===== src/rtl/fwg_pkg.sv =====
package fwg_pkg;

  // index of each strobe inside the packed pin vectors
  localparam int unsigned PIN_WE = 0;
  localparam int unsigned PIN_OE = 1;
  localparam int unsigned PIN_CE = 2;
  localparam int unsigned N_PINS = 3;

  typedef enum logic [0:0] {
    CYC_IDLE   = 1'b0,
    CYC_ACTIVE = 1'b1
  } cyc_state_e;

  // logical write condition on active-low strobes
  function automatic logic write_allowed(input logic ce_n, input logic oe_n, input logic we_n);
    return (!ce_n) && (!we_n) && oe_n;
  endfunction

  // cycle ends when either enabling strobe goes inactive
  function automatic logic cycle_closing(input logic ce_n, input logic we_n);
    return ce_n || we_n;
  endfunction

  // filter counter: true when the mismatch run has reached the threshold
  function automatic logic run_complete(input int unsigned run, input int unsigned min_w);
    return run >= (min_w - 1);
  endfunction

endpackage


===== src/rtl/fwg_sync.sv =====
module fwg_sync #(
  parameter int unsigned STAGES = 2
) (
  input  logic clk,
  input  logic d,
  output logic q
);
  logic [STAGES-1:0] chain;

  generate
    if (STAGES == 1) begin : g_single
      always_ff @(posedge clk) chain <= d;
    end else begin : g_multi
      always_ff @(posedge clk) chain <= {chain[STAGES-2:0], d};
    end
  endgenerate

  assign q = chain[STAGES-1];
endmodule


===== src/rtl/fwg_glitch_filter.sv =====
module fwg_glitch_filter #(
  parameter int unsigned MIN_W = 3
) (
  input  logic clk,
  input  logic por,
  input  logic d,
  output logic q,
  output logic flip
);
  import fwg_pkg::*;

  localparam int unsigned CW = (MIN_W < 2) ? 1 : $clog2(MIN_W + 1);

  logic [CW-1:0] run_q;
  logic          differs;

  assign differs = (d != q);
  assign flip    = differs && run_complete(int'(run_q), MIN_W);

  always_ff @(posedge clk) begin
    if (por) begin
      // track the pin level during reset so release sees the true state
      q     <= d;
      run_q <= '0;
    end else if (!differs) begin
      run_q <= '0;
    end else if (flip) begin
      q     <= d;
      run_q <= '0;
    end else begin
      run_q <= run_q + 1'b1;
    end
  end
endmodule


===== src/rtl/fwg_arm_ctrl.sv =====
module fwg_arm_ctrl (
  input  logic clk,
  input  logic por,
  input  logic vcc_q,
  input  logic ce_f,
  input  logic we_f,
  output logic armed,
  output logic force_read,
  output logic supply_drop
);
  logic boot_q;
  logic vcc_d;

  // previous supply sample, kept through reset so a drop at release is seen
  always_ff @(posedge clk) vcc_d <= vcc_q;

  assign supply_drop = vcc_d && !vcc_q;

  always_ff @(posedge clk) begin
    if (por) begin
      armed      <= 1'b0;
      boot_q     <= 1'b1;
      force_read <= 1'b0;
    end else begin
      boot_q     <= 1'b0;
      force_read <= boot_q || supply_drop;
      if (!vcc_q)
        armed <= 1'b0;
      else if (ce_f || we_f)
        armed <= 1'b1;
    end
  end
endmodule


===== src/rtl/fwg_cycle_fsm.sv =====
module fwg_cycle_fsm #(
  parameter int unsigned ADDR_W = 16,
  parameter int unsigned DATA_W = 16
) (
  input  logic              clk,
  input  logic              por,
  input  logic              armed,
  input  logic              vcc_q,
  input  logic              ce_f,
  input  logic              oe_f,
  input  logic              we_f,
  input  logic [ADDR_W-1:0] addr,
  input  logic [DATA_W-1:0] din,
  output logic              wr_stb,
  output logic [ADDR_W-1:0] wr_addr,
  output logic [DATA_W-1:0] wr_data,
  output logic              st_active,
  output logic              start_evt,
  output logic              abort_evt,
  output logic              commit_evt
);
  import fwg_pkg::*;

  cyc_state_e state_q;

  assign st_active  = (state_q == CYC_ACTIVE);
  assign start_evt  = !st_active && armed && vcc_q && write_allowed(ce_f, oe_f, we_f);
  assign abort_evt  = st_active && (!vcc_q || !oe_f);
  assign commit_evt = st_active && !abort_evt && cycle_closing(ce_f, we_f);

  always_ff @(posedge clk) begin
    if (por) begin
      state_q <= CYC_IDLE;
      wr_stb  <= 1'b0;
      wr_addr <= '0;
      wr_data <= '0;
    end else begin
      wr_stb <= 1'b0;
      unique case (state_q)
        CYC_IDLE: begin
          if (start_evt) begin
            state_q <= CYC_ACTIVE;
            wr_addr <= addr;
            wr_data <= din;
          end
        end
        CYC_ACTIVE: begin
          if (abort_evt) begin
            state_q <= CYC_IDLE;
          end else if (commit_evt) begin
            state_q <= CYC_IDLE;
            wr_stb  <= 1'b1;
          end
        end
        default: state_q <= CYC_IDLE;
      endcase
    end
  end
endmodule


===== src/rtl/flash_write_guard.sv =====
module flash_write_guard #(
  parameter int unsigned ADDR_W      = 16,
  parameter int unsigned DATA_W      = 16,
  parameter int unsigned GLITCH_MIN  = 3,
  parameter int unsigned SYNC_STAGES = 2
) (
  input  logic              clk,
  input  logic              por,
  input  logic              vcc_ok,
  input  logic              ce_n,
  input  logic              oe_n,
  input  logic              we_n,
  input  logic [ADDR_W-1:0] addr,
  input  logic [DATA_W-1:0] din,
  output logic              wr_stb,
  output logic [ADDR_W-1:0] wr_addr,
  output logic [DATA_W-1:0] wr_data,
  output logic              force_read
);
  import fwg_pkg::*;

  logic [N_PINS-1:0] pin_raw;
  logic [N_PINS-1:0] pin_s;
  logic [N_PINS-1:0] pin_f;
  logic [N_PINS-1:0] pin_flip;

  logic vcc_q;
  logic ce_f, oe_f, we_f;
  logic armed;
  logic supply_drop;
  logic st_active, start_evt, abort_evt, commit_evt;

  always_comb begin
    pin_raw         = '1;
    pin_raw[PIN_CE] = ce_n;
    pin_raw[PIN_OE] = oe_n;
    pin_raw[PIN_WE] = we_n;
  end

  generate
    for (genvar i = 0; i < N_PINS; i++) begin : g_pin
      fwg_sync #(.STAGES(SYNC_STAGES)) u_sync (
        .clk (clk),
        .d   (pin_raw[i]),
        .q   (pin_s[i])
      );
      fwg_glitch_filter #(.MIN_W(GLITCH_MIN)) u_filt (
        .clk  (clk),
        .por  (por),
        .d    (pin_s[i]),
        .q    (pin_f[i]),
        .flip (pin_flip[i])
      );
    end
  endgenerate

  fwg_sync #(.STAGES(SYNC_STAGES)) u_vcc_sync (
    .clk (clk),
    .d   (vcc_ok),
    .q   (vcc_q)
  );

  assign ce_f = pin_f[PIN_CE];
  assign oe_f = pin_f[PIN_OE];
  assign we_f = pin_f[PIN_WE];

  fwg_arm_ctrl u_arm (
    .clk         (clk),
    .por         (por),
    .vcc_q       (vcc_q),
    .ce_f        (ce_f),
    .we_f        (we_f),
    .armed       (armed),
    .force_read  (force_read),
    .supply_drop (supply_drop)
  );

  fwg_cycle_fsm #(.ADDR_W(ADDR_W), .DATA_W(DATA_W)) u_fsm (
    .clk        (clk),
    .por        (por),
    .armed      (armed),
    .vcc_q      (vcc_q),
    .ce_f       (ce_f),
    .oe_f       (oe_f),
    .we_f       (we_f),
    .addr       (addr),
    .din        (din),
    .wr_stb     (wr_stb),
    .wr_addr    (wr_addr),
    .wr_data    (wr_data),
    .st_active  (st_active),
    .start_evt  (start_evt),
    .abort_evt  (abort_evt),
    .commit_evt (commit_evt)
  );
endmodule


===== config.mk =====
export PLATFORM = sky130hd
export DESIGN_NAME = flash_write_guard
export DESIGN_NICKNAME = d
export VERILOG_FILES = /design/src/rtl/fwg_pkg.sv /design/src/rtl/fwg_sync.sv /design/src/rtl/fwg_glitch_filter.sv /design/src/rtl/fwg_arm_ctrl.sv /design/src/rtl/fwg_cycle_fsm.sv /design/src/rtl/flash_write_guard.sv
export SDC_FILE = /design/constraint.sdc
export NUM_CORES = 1
export LEC_CHECK = 0
export ABC_AREA = 1
export BUFFER_PORTS_ARGS = -buffer_cell sky130_fd_sc_hd__buf_4
export CORE_UTILIZATION = 50
export DETAILED_ROUTE_END_ITERATION = 8
export HOLD_SLACK_MARGIN = 0.08
export PLACE_DENSITY_LB_ADDON = 0.25
export SETUP_SLACK_MARGIN = 0.5
export SYNTH_ARGS = -nofsm -noshare
export SYNTH_HDL_FRONTEND = slang
export SYNTH_HIERARCHICAL = 1
export SYNTH_SLANG_ARGS = --single-unit

===== constraint.sdc =====
create_clock -name clk -period 1.8 [get_ports clk]
set_input_delay 0 -clock clk [delete_from_list [all_inputs] [get_ports clk]]
set_output_delay 0 -clock clk [all_outputs]
set_load 0.01 [all_outputs]

## Word level (Yosys, flattened, before mapping)

Cells that the tools add are included.

- Register bits: 55
- Latch bits: 0
- RAM bits: 0
- Bits in read-only memories: 0
- Input bits: 38
- Output and inout port bits: 34
- Logic and storage cells: 83
- Memories kept: 0

- $add $sub $neg: 3
- Multiply operators: 0
- Divide/modulo/power cells: 0
- Order comparisons: 3
- Eq/ne operators: 3
- Shifts and indexed selects: 0
- Multiplexer cells: 15
- Bitwise logic cells: 5
- Reductions and logical operators: 36

Operator list:

| kind | number |
|---|---|
| two-way mux 1 bit | 14 |
| logical AND 1 bit | 12 |
| nonzero test 2 bit | 6 |
| OR reduction 3 bit | 4 |
| AND reduction 2 bit | 4 |
| adder 2 x 1 -> 2 bit (second input constant) | 3 |
| greater-or-equal comparator 2 bit (second input constant) | 3 |
| logical NOT 1 bit | 6 |
| NOT 1 bit | 5 |
| logical OR 1 bit | 3 |
| inequality test 1 bit | 3 |
| case mux 1 bit (2 select lines) | 1 |
| OR reduction 2 bit | 1 |

## Depth between registers and ports, before layout

- Word-level depth: 9
- Depth in mapped cells: 7
- Gate-level depth less buffers: 7

## Cells and area by module

The synthesis kept the hierarchy.

By module, submodules not included:

| module | times used | cells each | area each (um^2) |
|---|---|---|---|
| fwg_cycle_fsm | 1 | 224 | 1,521.5 |
| fwg_glitch_filter | 3 | 21 | 151.4 |
| fwg_sync | 4 | 2 | 40.0 |
| fwg_arm_ctrl | 1 | 14 | 130.1 |

## Worst setup path before layout

No wires, ideal clock.

- Path kind: register to register
- Start: reg g_pin[0].u_filt.q
- End: reg u_fsm.wr_addr[10]
- Library setup time: 0.113 ns
- Data arrival time: 1.096 ns
- Data required time: 1.687 ns
- Setup slack: 0.591 ns
- Stages on the path, launching flop included: 6
- Period minus slack after synthesis: 1.209 ns
- Cells stage by stage: edfxtp_1 > nor2_4 > buf_1 > nand4_1 > nand2_1 > nor2_1

- Longest elaborated chain between the ends: 5

Ends and longest elaborated chain:

| element | RTL line | text |
|---|---|---|
| from (decl) | fwg_glitch_filter.sv:7 | `output logic q,` |
| from (signal assigned) | fwg_glitch_filter.sv:23 | `q <= d;` |
| from (signal assigned) | fwg_glitch_filter.sv:28 | `q <= d;` |
| logical NOT 1 bit | fwg_pkg.sv:16 | `return (!ce_n) && (!we_n) && oe_n;` |
| logical AND 1 bit (2 in series) | fwg_pkg.sv:16 |  |
| logical AND 1 bit | fwg_cycle_fsm.sv:27 | `assign start_evt = !st_active && armed && vcc_q && write_allowed(ce_f, oe_f, we_f);` |
| AND reduction 2 bit (no source line) | n/a |  |
| to (signal assigned) | fwg_cycle_fsm.sv:43 | `wr_addr <= addr;` |
| to (decl) | fwg_cycle_fsm.sv:15 | `output logic [ADDR_W-1:0] wr_addr,` |

No other way between the ends.
A chain may end at the register's enable or synchronous reset.

## Final worst setup path

- Start: reg g_pin[0].u_filt.q
- End: reg u_fsm.wr_data[14]

- Longest elaborated chain between the ends: 5

Ends and longest elaborated chain:

| element | RTL line | text |
|---|---|---|
| logical NOT 1 bit | fwg_pkg.sv:16 |  |
| logical AND 1 bit (2 in series) | fwg_pkg.sv:16 |  |
| logical AND 1 bit | fwg_cycle_fsm.sv:27 |  |
| via start_evt | flash_write_guard.sv:31 | `logic st_active, start_evt, abort_evt, commit_evt;` |
| AND reduction 2 bit (no source line) | n/a |  |
| to (signal assigned) | fwg_cycle_fsm.sv:44 | `wr_data <= din;` |
| to (decl) | fwg_cycle_fsm.sv:16 | `output logic [DATA_W-1:0] wr_data,` |

The timed path passes the listed nets, and every way through them passes these cells.

==> impl_metrics.tcl <==
set metrics [dict create \
    clock_latency_ns 0.31 \
    setup_viol 0 \
    yosysWarnings 6 \
    grt_max_degree 34 \
    relSlewSlack_pct 72.0 \
    antenna_found_initial 0 \
    min_path_type "in -> reg" \
    crit_path_end_kind "register" \
    syn_nets 344 \
    period_minus_slack_ns 1.26 \
    antenna_cells 0 \
    cts_tree "done" \
    dieHeight_microns 69.0 \
    powerDensity_mw_per_mm2 680 \
    area_growth_pct 48.7 \
    skew_ns 0.0155 \
    cap_violations 0 \
    core_area_sq_mm 0.00414 \
    clockPowerShare_pct 28.9 \
    crit_start "g_pin[0].u_filt/q$_DFFE_PP_" \
    irDropWorstVdd_mv 0.675 \
    syn_inst 303 \
    first_pass_iters 4 \
    pre_cts_ws_ns 0.330 \
    sw_frac_of_total_pct 24.4 \
    wire_per_inst_microns 11.5 \
    cp.arrival_ns 1.49 \
    worstMarginPinSlew_ns 0.419 \
    cts_root_buf "clkbuf_8" \
    final_nets 456 \
    combinationalPowerShare_pct 14.6 \
    wl_microns 5360 \
    grt_pass1_wl_microns 7980 \
    h-tree-depth 2 \
    required_ns 2.04 \
    vias 2211 \
    avgViaCountPerCell 4.74 \
    grt_pass1_vias 1909 \
    place_congestion 0.702 \
    maxSlewViolCount 0 \
    rsz0062_at_grt "true" \
    avgSynthCellArea_sq_um 7.40 \
    p_int_mw 1.71 \
    track_usage_pct 23.3 \
    r2r_start "g_pin[0].u_filt/q$_DFFE_PP_" \
    worst_slack_ns 0.542 \
    max_freq_mhz 795 \
    dp_cells 414 \
    numPortBuffers 71 \
    clockBufferDepth 2 \
    dpl.hpwl_microns 3230 \
    start_kind "register" \
    cts-buffers-inserted 5 \
    drc 0 \
    path_max_fanout 32 \
    hold_violations 0 \
    start_util_pct 54.1 \
    path_clk_slew_ns 0.10 \
    critical_path_class "reg -> reg" \
    dieArea_sq_mm 0.00476 \
    min_from "por" \
    pwr-share-seq_pct 56.6 \
    rows 23 \
    reg2reg_slack_ns 0.54 \
    fin_crit_sh_pct 69.9 \
    overflow 0 \
    drtAntennaViolNets 0 \
    boundaryPins 72 \
    final_cells 466 \
    die-width_microns 69.0 \
    power.switching_uw 554 \
    status "finished clean" \
    drive_above_1_share_pct 24.5 \
    drt_iter0_markers 147 \
    syn_area_sq_mm 0.00224 \
    tns_ns 0 \
    p_leak_nw 1.67 \
    clkSinkCount 55 \
]
## per-layer routing
metal  vias up  GRT usage [%]  routed length (microns)
li1       1140              -                        -
met1       977           24.3                     2160
met2        80           43.0                     2730
met3        14           5.92                      329
met4         0           11.5                      143
met5         -              0                        0
## critical path: stages (launching register included)
cell	delay [ns]
edfxtp_1	0.46
nor2_4	0.15
nand2_1	0.11
nor2_4	0.11
buf_12	0.19
nor2_1	0.06
nor2_1	0.10
## worst paths after layout
| check | cells after the start | to |
|---|---|---|
| max | 6 | u_fsm/wr_data[14]$_SDFFE_PP0P_ |
| min | 4 | u_fsm/wr_addr[11]$_SDFFE_PP0P_ |
| max reg2reg | 6 | u_fsm/wr_data[14]$_SDFFE_PP0P_ |
| min reg2reg | 0 | g_pin[1].u_sync/chain[1]$_DFF_P_ |
## flip-flops by register name, summed over array words and instances, names as in the netlist, 2 cells and up
register            cells
u_fsm/wr_data          16
g_pin.u_sync/chain      6
g_pin.u_filt/q          3
g_pin.u_filt/run_q      6
u_fsm/wr_addr          16
u_vcc_sync/chain        2
## metrics by stage
step | total power, mW | hold slack, ns | instance area [sq um] | util [%]
3_3_place_gp | 1.55 | 0.105 | 2800 | 67.6
3_5_place_dp | 1.56 | 0.106 | 2800 | 67.6
4_1_cts | 2.27 | 0.167 | 3290 | 79.4
5_1_grt | 2.38 | 0.192 | 3340 | 80.5
6_report | 2.27 | 0.165 | 3340 | 80.5
2_1_floorplan | 1.45 | 0.0277 | 2240 | -
## cell usage in the layout, fill, tap and decap left out, types with 2 or more instances in the layout
| cell type | count |
|---|---|
| buf_4 | 79 |
| nor2_1 | 72 |
| inv_1 | 57 |
| nand2_1 | 53 |
| dfxtp_1 | 52 |
| dlygate4sd3_1 | 38 |
| nand4_1 | 32 |
| clkbuf_8 | 5 |
| nand2_2 | 4 |
| nor2_2 | 3 |
| ha_1 | 3 |
| edfxtp_1 | 3 |
| nor2_4 | 3 |
| a21oi_2 | 2 |
| buf_6 | 2 |
## timing repair
action | CTS | global route
endpoints found under the setup margin | 32 | 33
pin swaps | 0 | 1
buffers inserted | 1 | 5
resized for setup | 4 | 2
hold buffers | 38 | 0
hold endpoints to repair | 47 | 0
## layout make-up
class	instances	area (sq um)
Inverter	59	224
Multi-Input combinational cell	174	817
Fill cell	293	808
Clock inverter	2	12.5
Timing Repair Buffer	120	1020
Sequential cell	55	1130
Clock buffer	6	72.6
Tap cell	50	62.6
## power groups by stage
stage	combinational, mW	sequential (mW)	clock [mW]
6_report	0.330	1.28	0.655
5_1_grt	0.364	1.29	0.728
4_1_cts	0.314	1.28	0.670
3_5_place_dp	0.243	1.31	0
3_3_place_gp	0.238	1.31	0
2_1_floorplan	0.132	1.31	0
No activity file was read; power rests on OpenSTA's default activity.
